## config.mk

```make
export PLATFORM = sky130hd
export DESIGN_NAME = i2cm_slave
export DESIGN_NICKNAME = d
export VERILOG_FILES = /design/src/rtl/i2cm_pkg.sv /design/src/rtl/i2cm_sync.sv /design/src/rtl/i2cm_store.sv /design/src/rtl/i2cm_proto.sv /design/src/rtl/i2cm_slave.sv
export SDC_FILE = /design/constraint.sdc
export NUM_CORES = 2
export LEC_CHECK = 0
export BUFFER_PORTS_ARGS = -buffer_cell sky130_fd_sc_hd__buf_2
export CORE_MARGIN = 2
export CORE_UTILIZATION = 45
export CTS_CLUSTER_DIAMETER = 50
export CTS_CLUSTER_SIZE = 30
export DETAILED_ROUTE_END_ITERATION = 7
export GPL_ROUTABILITY_DRIVEN = 0
export PLACE_DENSITY_LB_ADDON = 0.08
export SYNTH_ARGS = -nofsm -noshare
export SYNTH_HDL_FRONTEND = slang
export SYNTH_SLANG_ARGS = --single-unit
```

## constraint.sdc

```tcl
create_clock -name clk -period 3.2 [get_ports clk]
set_input_delay 0.64 -clock clk [delete_from_list [all_inputs] [get_ports clk]]
set_output_delay 0.64 -clock clk [all_outputs]
set_load 0.02 [all_outputs]
```

## src/rtl/i2cm_pkg.sv

```systemverilog
package i2cm_pkg;

  localparam logic [3:0] DEV_ARRAY = 4'b1010;
  localparam logic [3:0] DEV_GUARD = 4'b0110;

  typedef enum logic [2:0] {
    ST_IDLE,
    ST_SEL,
    ST_ADR,
    ST_WR,
    ST_RD,
    ST_ACK,
    ST_MACK
  } phase_e;

  typedef enum logic {
    TGT_ARRAY,
    TGT_GUARD
  } target_e;

endpackage

```

## src/rtl/i2cm_sync.sv

```systemverilog
module i2cm_sync #(
  parameter int STAGES = 2
) (
  input  logic clk,
  input  logic rst_n,
  input  logic scl_i,
  input  logic sda_i,
  output logic sda_o,
  output logic scl_rise_o,
  output logic scl_fall_o,
  output logic start_o,
  output logic stop_o
);

  logic [STAGES-1:0] scl_ff;
  logic [STAGES-1:0] sda_ff;
  logic              scl_s, sda_s;
  logic              scl_q, sda_q;

  assign scl_s = scl_ff[STAGES-1];
  assign sda_s = sda_ff[STAGES-1];

  // idle bus level is high on both lines
  always_ff @(posedge clk or negedge rst_n) begin
    if (!rst_n) begin
      scl_ff <= '1;
      sda_ff <= '1;
      scl_q  <= 1'b1;
      sda_q  <= 1'b1;
    end else begin
      scl_ff <= {scl_ff[STAGES-2:0], scl_i};
      sda_ff <= {sda_ff[STAGES-2:0], sda_i};
      scl_q  <= scl_s;
      sda_q  <= sda_s;
    end
  end

  assign sda_o      = sda_s;
  assign scl_rise_o = scl_s & ~scl_q;
  assign scl_fall_o = ~scl_s & scl_q;
  assign start_o    = scl_s & scl_q & sda_q & ~sda_s;
  assign stop_o     = scl_s & scl_q & ~sda_q & sda_s;

endmodule

```

## src/rtl/i2cm_store.sv

```systemverilog
module i2cm_store #(
  parameter int ADDR_W = 8,
  parameter int DATA_W = 8
) (
  input  logic              clk,
  input  logic              rst_n,
  input  logic              wr_en,
  input  logic [ADDR_W-1:0] wr_addr,
  input  logic [DATA_W-1:0] wr_data,
  input  logic              lock_set,
  input  logic [ADDR_W-1:0] rd_addr,
  output logic [DATA_W-1:0] rd_data,
  output logic              locked
);

  localparam int DEPTH = 1 << ADDR_W;

  logic [DATA_W-1:0] mem_q [DEPTH];

  always_ff @(posedge clk or negedge rst_n) begin
    if (!rst_n) begin
      for (int i = 0; i < DEPTH; i++) mem_q[i] <= '1;
    end else if (wr_en) begin
      mem_q[wr_addr] <= wr_data;
    end
  end

  always_ff @(posedge clk or negedge rst_n) begin
    if (!rst_n)        locked <= 1'b0;
    else if (lock_set) locked <= 1'b1;
  end

  assign rd_data = mem_q[rd_addr];

endmodule

```

## src/rtl/i2cm_proto.sv

```systemverilog
module i2cm_proto
  import i2cm_pkg::*;
#(
  parameter int ADDR_W  = 8,
  parameter int DATA_W  = 8,
  parameter int PAGE_W  = 4,
  parameter int STRAP_W = 3
) (
  input  logic               clk,
  input  logic               rst_n,
  input  logic               sda_s,
  input  logic               scl_rise,
  input  logic               scl_fall,
  input  logic               start,
  input  logic               stop,
  input  logic [STRAP_W-1:0] strap,
  input  logic [DATA_W-1:0]  rd_data,
  input  logic               locked,
  output logic [ADDR_W-1:0]  addr_o,
  output logic               wr_en,
  output logic [DATA_W-1:0]  wr_data,
  output logic               lock_set,
  output logic               rd_load,
  output phase_e             phase_o,
  output logic               sda_pull_o
);

  localparam int              CNT_W    = $clog2(DATA_W + 1);
  localparam logic [CNT_W-1:0] LAST_BIT = CNT_W'(DATA_W - 1);
  localparam logic [CNT_W-1:0] ACK_SLOT = CNT_W'(DATA_W);

  phase_e              phase_q, phase_d;
  phase_e              nxt_q, nxt_d;
  target_e             tgt_q, tgt_d;
  logic [CNT_W-1:0]    cnt_q, cnt_d;
  logic [DATA_W-1:0]   shreg_q, shreg_d;
  logic [ADDR_W-1:0]   addr_q, addr_d;
  logic                half_q, half_d;
  logic                pull_q, pull_d;

  logic [DATA_W-1:0]   byte_in;
  logic [3:0]          sel_type;
  logic [STRAP_W-1:0]  sel_strap;
  logic                sel_rd;
  logic                byte_done;
  logic                guarded;
  logic                do_load;

  assign byte_in   = {shreg_q[DATA_W-2:0], sda_s};
  assign sel_type  = byte_in[DATA_W-1 -: 4];
  assign sel_strap = byte_in[STRAP_W:1];
  assign sel_rd    = byte_in[0];
  assign byte_done = scl_rise && (cnt_q == LAST_BIT);
  assign guarded   = locked && !addr_q[ADDR_W-1];

  always_comb begin
    phase_d  = phase_q;
    nxt_d    = nxt_q;
    tgt_d    = tgt_q;
    cnt_d    = cnt_q;
    shreg_d  = shreg_q;
    addr_d   = addr_q;
    half_d   = half_q;
    pull_d   = pull_q;
    wr_en    = 1'b0;
    lock_set = 1'b0;
    do_load  = 1'b0;

    if (stop) begin
      phase_d = ST_IDLE;
      pull_d  = 1'b0;
      half_d  = 1'b0;
    end else if (start) begin
      phase_d = ST_SEL;
      cnt_d   = '0;
      pull_d  = 1'b0;
      half_d  = 1'b0;
    end else begin
      case (phase_q)
        ST_SEL, ST_ADR, ST_WR: begin
          if (scl_rise) begin
            shreg_d = byte_in;
            cnt_d   = cnt_q + 1'b1;
          end
          if (byte_done) begin
            cnt_d   = '0;
            phase_d = ST_ACK;
            nxt_d   = ST_WR;
            if (phase_q == ST_SEL) begin
              if (sel_strap != strap) begin
                phase_d = ST_IDLE;
              end else if (sel_type == DEV_ARRAY) begin
                tgt_d = TGT_ARRAY;
                nxt_d = sel_rd ? ST_RD : ST_ADR;
              end else if (sel_type == DEV_GUARD && !locked && !sel_rd) begin
                tgt_d = TGT_GUARD;
                nxt_d = ST_ADR;
              end else begin
                phase_d = ST_IDLE;
              end
            end else if (phase_q == ST_ADR) begin
              if (tgt_q == TGT_ARRAY) addr_d = ADDR_W'(byte_in);
            end else begin
              if (tgt_q == TGT_GUARD) begin
                lock_set = 1'b1;
              end else if (guarded) begin
                phase_d = ST_IDLE;
              end else begin
                wr_en  = 1'b1;
                addr_d = {addr_q[ADDR_W-1:PAGE_W], addr_q[PAGE_W-1:0] + 1'b1};
              end
            end
          end
        end
        ST_ACK: begin
          if (scl_fall) begin
            if (!half_q) begin
              pull_d = 1'b1;
              half_d = 1'b1;
            end else begin
              pull_d  = 1'b0;
              half_d  = 1'b0;
              cnt_d   = '0;
              phase_d = nxt_q;
              do_load = (nxt_q == ST_RD);
            end
          end
        end
        ST_RD: begin
          if (scl_rise) cnt_d = cnt_q + 1'b1;
          if (scl_fall) begin
            if (cnt_q == ACK_SLOT) begin
              pull_d  = 1'b0;
              half_d  = 1'b0;
              phase_d = ST_MACK;
            end else begin
              pull_d  = ~shreg_q[DATA_W-2];
              shreg_d = shreg_q << 1;
            end
          end
        end
        ST_MACK: begin
          if (scl_rise) begin
            if (sda_s) phase_d = ST_IDLE;
            else       half_d  = 1'b1;
          end
          if (scl_fall && half_q) begin
            half_d  = 1'b0;
            do_load = 1'b1;
          end
        end
        default: begin
        end
      endcase
    end

    rd_load = do_load;
    if (do_load) begin
      phase_d = ST_RD;
      cnt_d   = '0;
      shreg_d = rd_data;
      pull_d  = ~rd_data[DATA_W-1];
      addr_d  = addr_q + 1'b1;
    end
  end

  always_ff @(posedge clk or negedge rst_n) begin
    if (!rst_n) begin
      phase_q <= ST_IDLE;
      nxt_q   <= ST_IDLE;
      tgt_q   <= TGT_ARRAY;
      cnt_q   <= '0;
      shreg_q <= '0;
      addr_q  <= '0;
      half_q  <= 1'b0;
      pull_q  <= 1'b0;
    end else begin
      phase_q <= phase_d;
      nxt_q   <= nxt_d;
      tgt_q   <= tgt_d;
      cnt_q   <= cnt_d;
      shreg_q <= shreg_d;
      addr_q  <= addr_d;
      half_q  <= half_d;
      pull_q  <= pull_d;
    end
  end

  assign addr_o     = addr_q;
  assign wr_data    = byte_in;
  assign phase_o    = phase_q;
  assign sda_pull_o = pull_q;

endmodule

```

## src/rtl/i2cm_slave.sv

```systemverilog
module i2cm_slave
  import i2cm_pkg::*;
#(
  parameter int ADDR_W      = 8,
  parameter int PAGE_W      = 4,
  parameter int STRAP_W     = 3,
  parameter int SYNC_STAGES = 2
) (
  input  logic               clk,
  input  logic               rst_n,
  input  logic               scl_i,
  input  logic               sda_i,
  input  logic [STRAP_W-1:0] strap_i,
  output logic               sda_pull_o
);

  localparam int DATA_W = 8;

  logic              sda_w, rise_w, fall_w, start_w, stop_w;
  logic [ADDR_W-1:0] addr_w;
  logic              wr_en_w, lock_set_w, locked_w, rd_load_w;
  logic [DATA_W-1:0] wr_data_w, rd_data_w;
  phase_e            phase_w;

  i2cm_sync #(.STAGES(SYNC_STAGES)) u_sync (
    .clk        (clk),
    .rst_n      (rst_n),
    .scl_i      (scl_i),
    .sda_i      (sda_i),
    .sda_o      (sda_w),
    .scl_rise_o (rise_w),
    .scl_fall_o (fall_w),
    .start_o    (start_w),
    .stop_o     (stop_w)
  );

  i2cm_proto #(
    .ADDR_W (ADDR_W),
    .DATA_W (DATA_W),
    .PAGE_W (PAGE_W),
    .STRAP_W(STRAP_W)
  ) u_proto (
    .clk        (clk),
    .rst_n      (rst_n),
    .sda_s      (sda_w),
    .scl_rise   (rise_w),
    .scl_fall   (fall_w),
    .start      (start_w),
    .stop       (stop_w),
    .strap      (strap_i),
    .rd_data    (rd_data_w),
    .locked     (locked_w),
    .addr_o     (addr_w),
    .wr_en      (wr_en_w),
    .wr_data    (wr_data_w),
    .lock_set   (lock_set_w),
    .rd_load    (rd_load_w),
    .phase_o    (phase_w),
    .sda_pull_o (sda_pull_o)
  );

  i2cm_store #(.ADDR_W(ADDR_W), .DATA_W(DATA_W)) u_store (
    .clk      (clk),
    .rst_n    (rst_n),
    .wr_en    (wr_en_w),
    .wr_addr  (addr_w),
    .wr_data  (wr_data_w),
    .lock_set (lock_set_w),
    .rd_addr  (addr_w),
    .rd_data  (rd_data_w),
    .locked   (locked_w)
  );

endmodule

```

### Word level (Yosys, flattened, before mapping)

Cells that the tools add are included.

| storage, ports and cells | value |
|---|---|
| register bits | 2083 |
| output and inout bits | 1 |
| input bits | 7 |
| word-level logic and storage cells | 447 |

| cells by class | value |
|---|---|
| reduce and logical (&&, ||, !) cells | 28 |
| equality and inequality tests | 34 |
| multiplexer cells | 93 |
| bitwise operators | 17 |
| magnitude comparators | 2 |
| $add $sub $neg | 3 |

Operators with widths:

| kind | count |
|---|---|
| bitwise mux 2048 bit | 1 |
| two-way mux 8 bit | 12 |
| binary-select mux 8 bit (select 8 bit) | 1 |
| demux 8 bit (select 8 bit) | 1 |
| two-way mux 3 bit | 21 |
| two-way mux 7 bit | 6 |
| two-way mux 1 bit | 37 |
| inequality test 5 x 4 -> 1 bit, second input constant | 7 |
| two-way mux 4 bit | 8 |
| AND reduction 7 bit | 3 |
| inequality test 4 x 3 -> 1 bit, second input constant | 5 |
| nonzero test 5 bit | 3 |
| one-hot mux 7 bit (2 select lines) | 1 |
| == test 3 bit, second input constant | 4 |
| one-hot mux 3 bit (4 select lines) | 1 |
| one-hot mux 4 bit (3 select lines) | 1 |
| AND reduction 6 bit | 2 |
| >= comparator 9 bit, second input constant | 1 |
| less-than comparator 9 x 1 -> 1 bit, second input constant | 1 |
| inverter 1 bit | 9 |
| inverter 8 -> 9 bit | 1 |
| adder 4 x 1 -> 4 bit, second input constant | 2 |
| adder 8 x 1 -> 8 bit, second input constant | 1 |
| == test 4 x 3 -> 1 bit, second input constant | 2 |
| 22 further kinds | 46 |

### Logic depth before layout (Yosys ltp)

| logic depth | value |
|---|---|
| word-level depth | 12 |
| gate-level depth with buffers | 14 |
| gate-level depth less buffers | 9 |

### Hierarchy

A second synthesis with hierarchy kept.

| unflattened totals | value |
|---|---|
| cell total of the unflattened synthesis | 6284 |
| area, all modules | 97676.2 µm² |

By module, submodules not included:

| module | cells each | instances | area an instance (µm²) |
|---|---|---|---|
| i2cm_store | 6045 | 1 | 95581.7 |
| i2cm_proto | 229 | 1 | 1904.3 |
| i2cm_sync | 10 | 1 | 190.2 |

### Worst setup path before layout

Ideal clock, no wire load.

| timing path | value |
|---|---|
| kind | reg2reg |
| start point | register u_proto.addr_q[0], in the netlist u_proto.addr_o[0] |
| end point | register u_store.mem_q[10] (netlist bit) |
| required time | 3.118 ns |
| path slack | -0.096 ns |
| data arrival time | 3.214 ns |
| stages on the path, launching flop included | 15 |
| period minus slack after synthesis | 3.296 ns |
| cell sequence | dfrtp_1 -> clkbuf_1 -> buf_4 -> buf_6 -> buf_4 -> inv_1 -> buf_2 -> buf_2 -> ha_1 -> clkbuf_1 -> and3_1 -> clkbuf_1 -> nand2_1 -> nor3_2 -> mux2_2 |

| between the ends | value |
|---|---|
| cells in the longest elaborated chain, start to end | 6 |
| elaborated cells between the ends (all ways) | 7 |

Ends and longest elaborated chain:

| element | RTL line | RTL |
|---|---|---|
| start, declared | i2cm_proto.sv:37 | `logic [ADDR_W-1:0] addr_q, addr_d;` |
| start signal, assigned | i2cm_proto.sv:183 | `addr_q <= addr_d;` |
| inverter 8 -> 9 bit (implied by the code) (*) | i2cm_store.sv:24 | `mem_q[wr_addr] <= wr_data;` |
| >= comparator 9 bit (implied by the code) or less-than comparator 9 x 1 -> 1 bit (tied branches) | i2cm_store.sv:24 |  |
| logical AND 1 bit (implied by the code) | i2cm_store.sv:24 |  |
| two-way mux 8 bit (implied by the code) | i2cm_store.sv:24 |  |
| demux 8 bit (select 8 bit) (*) | i2cm_store.sv:24 |  |
| bitwise mux 2048 bit (*) | i2cm_store.sv:24 |  |
| end signal, assigned by index | i2cm_store.sv:24 |  |
| end, declared | i2cm_store.sv:18 | `logic [DATA_W-1:0] mem_q [DEPTH];` |

Mark *: on every way between the ends. The rest lies on a longest branch, timed or not.
A chain may end at the register's enable or synchronous reset.

### Worst setup path after layout

| timing path | value |
|---|---|
| start point | register u_proto.addr_q[0], in the netlist u_proto.addr_o[0] |
| end point | register u_proto.shreg_q[1] |

| between the ends | value |
|---|---|
| cells in the longest elaborated chain, start to end | 5 |

Ends and longest elaborated chain:

| element | RTL line | RTL |
|---|---|---|
| inverter 8 -> 9 bit (implied by the code) | i2cm_store.sv:33 | `assign rd_data = mem_q[rd_addr];` |
| binary-select mux 8 bit (select 8 bit) | i2cm_store.sv:33 |  |
| two-way mux 8 bit (implied by the code) (2 in series) | i2cm_store.sv:33 |  |
| two-way mux 7 bit | i2cm_proto.sv:158 | `if (do_load) begin` |
| end signal, assigned | i2cm_proto.sv:182 | `shreg_q <= shreg_d;` |
| end, declared | i2cm_proto.sv:36 | `logic [DATA_W-1:0] shreg_q, shreg_d;` |

No other way between the ends. The select of a mux whose other input is x is not followed.

==> reports/results.txt <==
Initial Util = 0.451
Core box area = 217,000 µm²
WS Path Type = register to register
Slew headroom = -0.115
NetSw = 0.0172 W
# Max-Cap Violations = 0
DRT iter0 DRCs = 4,193
Via density = 6.00
Register-to-register setup slack = 0.004 ns
Flop pwr share = 0.438
Cell Chain, Critical Path = buf_16, buf_16, mux4_2, a22oi_2, a21oi_4, nor4_4, buf_4, o22ai_2, o31a_1
Ys Warns = 0
CP dominant cell by count = buf_16
TritonCTS clock tree = built
Status = finished, violations left
Cell internal pwr = 0.0441 W
Vias in the first global route = 60,800
Num rows = 171
Die height = 470 µm
Clock network power share = 0.476
Area grow syn2layout = 17.5%
GRT Total Usage = 0.273
Number of synthesized flops with an enable pin = 0
Antenna violations before repair = 9
Ratio of cells with drive above 1 in the final layout = 0.844
Pins over their slew limit = 75
Final HPWL DP = 199 mm
Root Buffer = clkbuf_16
Routed wire length = 302 mm
Antenna Nets Post-Route = 0
# placed instances = 9,219
Min cycle time layout = 3.20 ns
FFs w/ async S/R, synth = 1.00
Leak pwr = 45.6 nW
DRC = 0
Syn Inst Count = 6,209
Number of port buffers = 7
FMAX = 313 MHz
Place WS = -0.789 ns
CTS Sinks = 2,083
Maximum VDD drop = 1.00 mV
Critical Path Max Stage Delay = 0.55 ns
Slowest CP cell = mux4_2
Setup ws final = 0.00393 ns
Failing checks = max-slew violations
Width of the die = 470 µm
Worst-path fanout max = 22
Worst-path clk slew = 0.06 ns
CP endpoint kind = register
Mapped Area = 97,800 µm²
Clock tree buffer depth = 3
Final setup vio count = 0
Switching Share = 0.281
Synth Flop Type = dfstp_2
Non-Filler Instances = 9,701
Startpoint types = register
Fin. Hold Viols = 0
Hold Crit Class = register to register
Hold slack = 0.361 ns
WL/cell = 31.1 µm
# H-tree levels = 4
Global-route wire length before repair = 443 mm
Critical Path AT = 3.98 ns
# fillers = 17,800
Cell variety after synth = 77
Synth Register Bits = 2,083
Register area share after synthesis = 0.559
Worst clock skew = 0.0592 ns
Num CTS Buffers = 238
Least-Margin Pin Slew = 1.67 ns
Skew-Pair Late Insertion Delay = 0.90 ns
Buf+Inv Stages, Crit Path = 3
Drt first pass iters = 5
PwrDens = 534 nW/µm²
Die footprint = 221,000 µm²
Period utilisation layout = 0.999
Largest net degree at the start of global routing = 223
Syn_area_per_cell = 15.8 µm²
Vias = 58,200
Comb power frac = 0.086
Syn nets = 6,222
GR Overflow Total = 0
Sum Neg Setup Slack = 0 ns
Req. time, crit path = 3.98 ns
Fin nets = 6,644
Num ports = 8
CP top delay family = compound AO/OA/AOI/OAI gates
-- stage by stage --
step | area, µm² | total power (W) | util
CTS | 115000 | 0.0620 | 0.528
floorplan | 97900 | 0.0298 | -
global route | 115000 | 0.0635 | 0.530
finish | 115000 | 0.0613 | 0.530
detailed placement | 106000 | 0.0325 | 0.488
global placement | 106000 | 0.0325 | 0.488
-- cells by family after synthesis --
| group | after synthesis | synth area share |
|---|---|---|
| and+or+nand+nor | 582 | 0.0304 |
| adders and majority gates | 6 | 0.000767 |
| buffers and inverters | 487 | 0.0214 |
| muxes | 2642 | 0.360 |
| xor gates and xnor gates | 5 | 0.000448 |
| AOI/OAI and AO/OA | 404 | 0.0282 |
| DFF | 2083 | 0.559 |
-- registers in the layout, summed over array words and instances (netlist names) --
register            cells
u_proto.phase_o         3
u_sync.scl_q            1
u_proto.nxt_q           3
u_store.locked          1
u_proto.shreg_q         7
u_proto.sda_pull_o      1
u_sync.sda_ff           2
u_store.mem_q        2048
u_proto.addr_o          8
u_proto.cnt_q           4
u_sync.scl_ff           2
u_proto.half_q          1
u_sync.sda_q            1
u_proto.tgt_q           1
-- worst paths after layout --
path,start,to,depth (start not counted)
max,u_proto.addr_o[0],u_proto.shreg_q[1],9
max in group asynchronous,rst_n,u_store.mem_q[1036],4
min,u_sync.sda_ff[0],u_sync.sda_ff[1],0
min reg2reg,u_sync.sda_ff[0],u_sync.sda_ff[1],0
min in group asynchronous,rst_n,u_store.mem_q[113],2
max reg2reg,u_proto.addr_o[0],u_proto.shreg_q[1],9
-- what timing repair did --
item                                   4_1_cts  5_1_grt
pin swaps                                    4        3
setup endpoints to repair                    6       15
resized for setup                           22       28
gates cloned                                 1        3
endpoints found under the hold margin       20        0
setup buffers                                0       19
hold buffers                                 3        0
-- cell type report --
cell class	count	area [µm²]	area share
Clock buffer	283	6410	0.0558
Multi-Input combinational cell	3639	41300	0.360
Timing Repair Buffer	655	6650	0.0578
Clock inverter	169	2170	0.0189
Tap cell	2854	3570	0.0311
Antenna cell	4	10.0	0.0000871
Sequential cell	2083	54700	0.476
Inverter	14	55.1	0.000479
-- power groups by stage --
stage | clock network [W] | logic (W) | registers (W)
2_1_floorplan | 0 | 0.00282 | 0.0270
3_3_place_gp | 0 | 0.00524 | 0.0272
3_5_place_dp | 0 | 0.00532 | 0.0272
4_1_cts | 0.0298 | 0.00534 | 0.0268
5_1_grt | 0.0310 | 0.00572 | 0.0269
6_report | 0.0292 | 0.00529 | 0.0269
-- synth_stat cells (21+ instances only) --
| cell type | instances | share of area |
|---|---|---|
| o22ai_1 | 35 | 0.0022 |
| mux2_2 | 1959 | 0.23 |
| nor2_1 | 89 | 0.0034 |
| a22oi_1 | 116 | 0.0089 |
| clkbuf_1 | 310 | 0.012 |
| dfstp_2 | 2054 | 0.55 |
| nor4_1 | 22 | 0.0014 |
| mux2i_1 | 93 | 0.0095 |
| buf_1 | 31 | 0.0012 |
| a21oi_1 | 86 | 0.0044 |
| buf_4 | 32 | 0.0025 |
| a221oi_1 | 26 | 0.0023 |
| mux2_1 | 96 | 0.011 |
| buf_2 | 97 | 0.0050 |
| nand3_1 | 21 | 0.0011 |
| nand2_1 | 234 | 0.0090 |
| nand2_2 | 40 | 0.0026 |
| dfrtp_1 | 29 | 0.0074 |
| o21ai_0 | 46 | 0.0024 |
| nor2_2 | 50 | 0.0032 |
| mux4_2 | 494 | 0.11 |
-- layout by cell type (no fill, tap or decap), types with 19 or more instances in the layout --
cell | Yosys | routed
a21oi_1 | 86 | 78
a221oi_1 | 26 | 25
a22oi_1 | 116 | 104
buf_12 | 0 | 116
buf_4 | 32 | 514
bufinv_16 | 0 | 23
clkbuf_1 | 310 | 19
clkbuf_16 | 0 | 243
clkbuf_8 | 0 | 24
clkinv_2 | 0 | 21
clkinv_4 | 0 | 32
clkinvlp_4 | 0 | 28
dfstp_2 | 2054 | 2053
inv_6 | 0 | 31
mux2_1 | 96 | 96
mux2_2 | 1959 | 1959
mux2i_1 | 93 | 93
mux4_2 | 494 | 494
nand2_1 | 234 | 233
nand2_2 | 40 | 41
nand3_1 | 21 | 21
nor2_1 | 89 | 86
nor2_2 | 50 | 52
o21ai_0 | 46 | 44
o22ai_1 | 35 | 34
-- metal layers --
metal  routed length (µm)  global-route usage  share of wire
met1               135000               0.384           0.45
met2               141000               0.430           0.47
met3                14900              0.0443          0.049
met4                11200              0.0951          0.037
met5                   23                   0       0.000076
(Power assumes the default switching activity.)
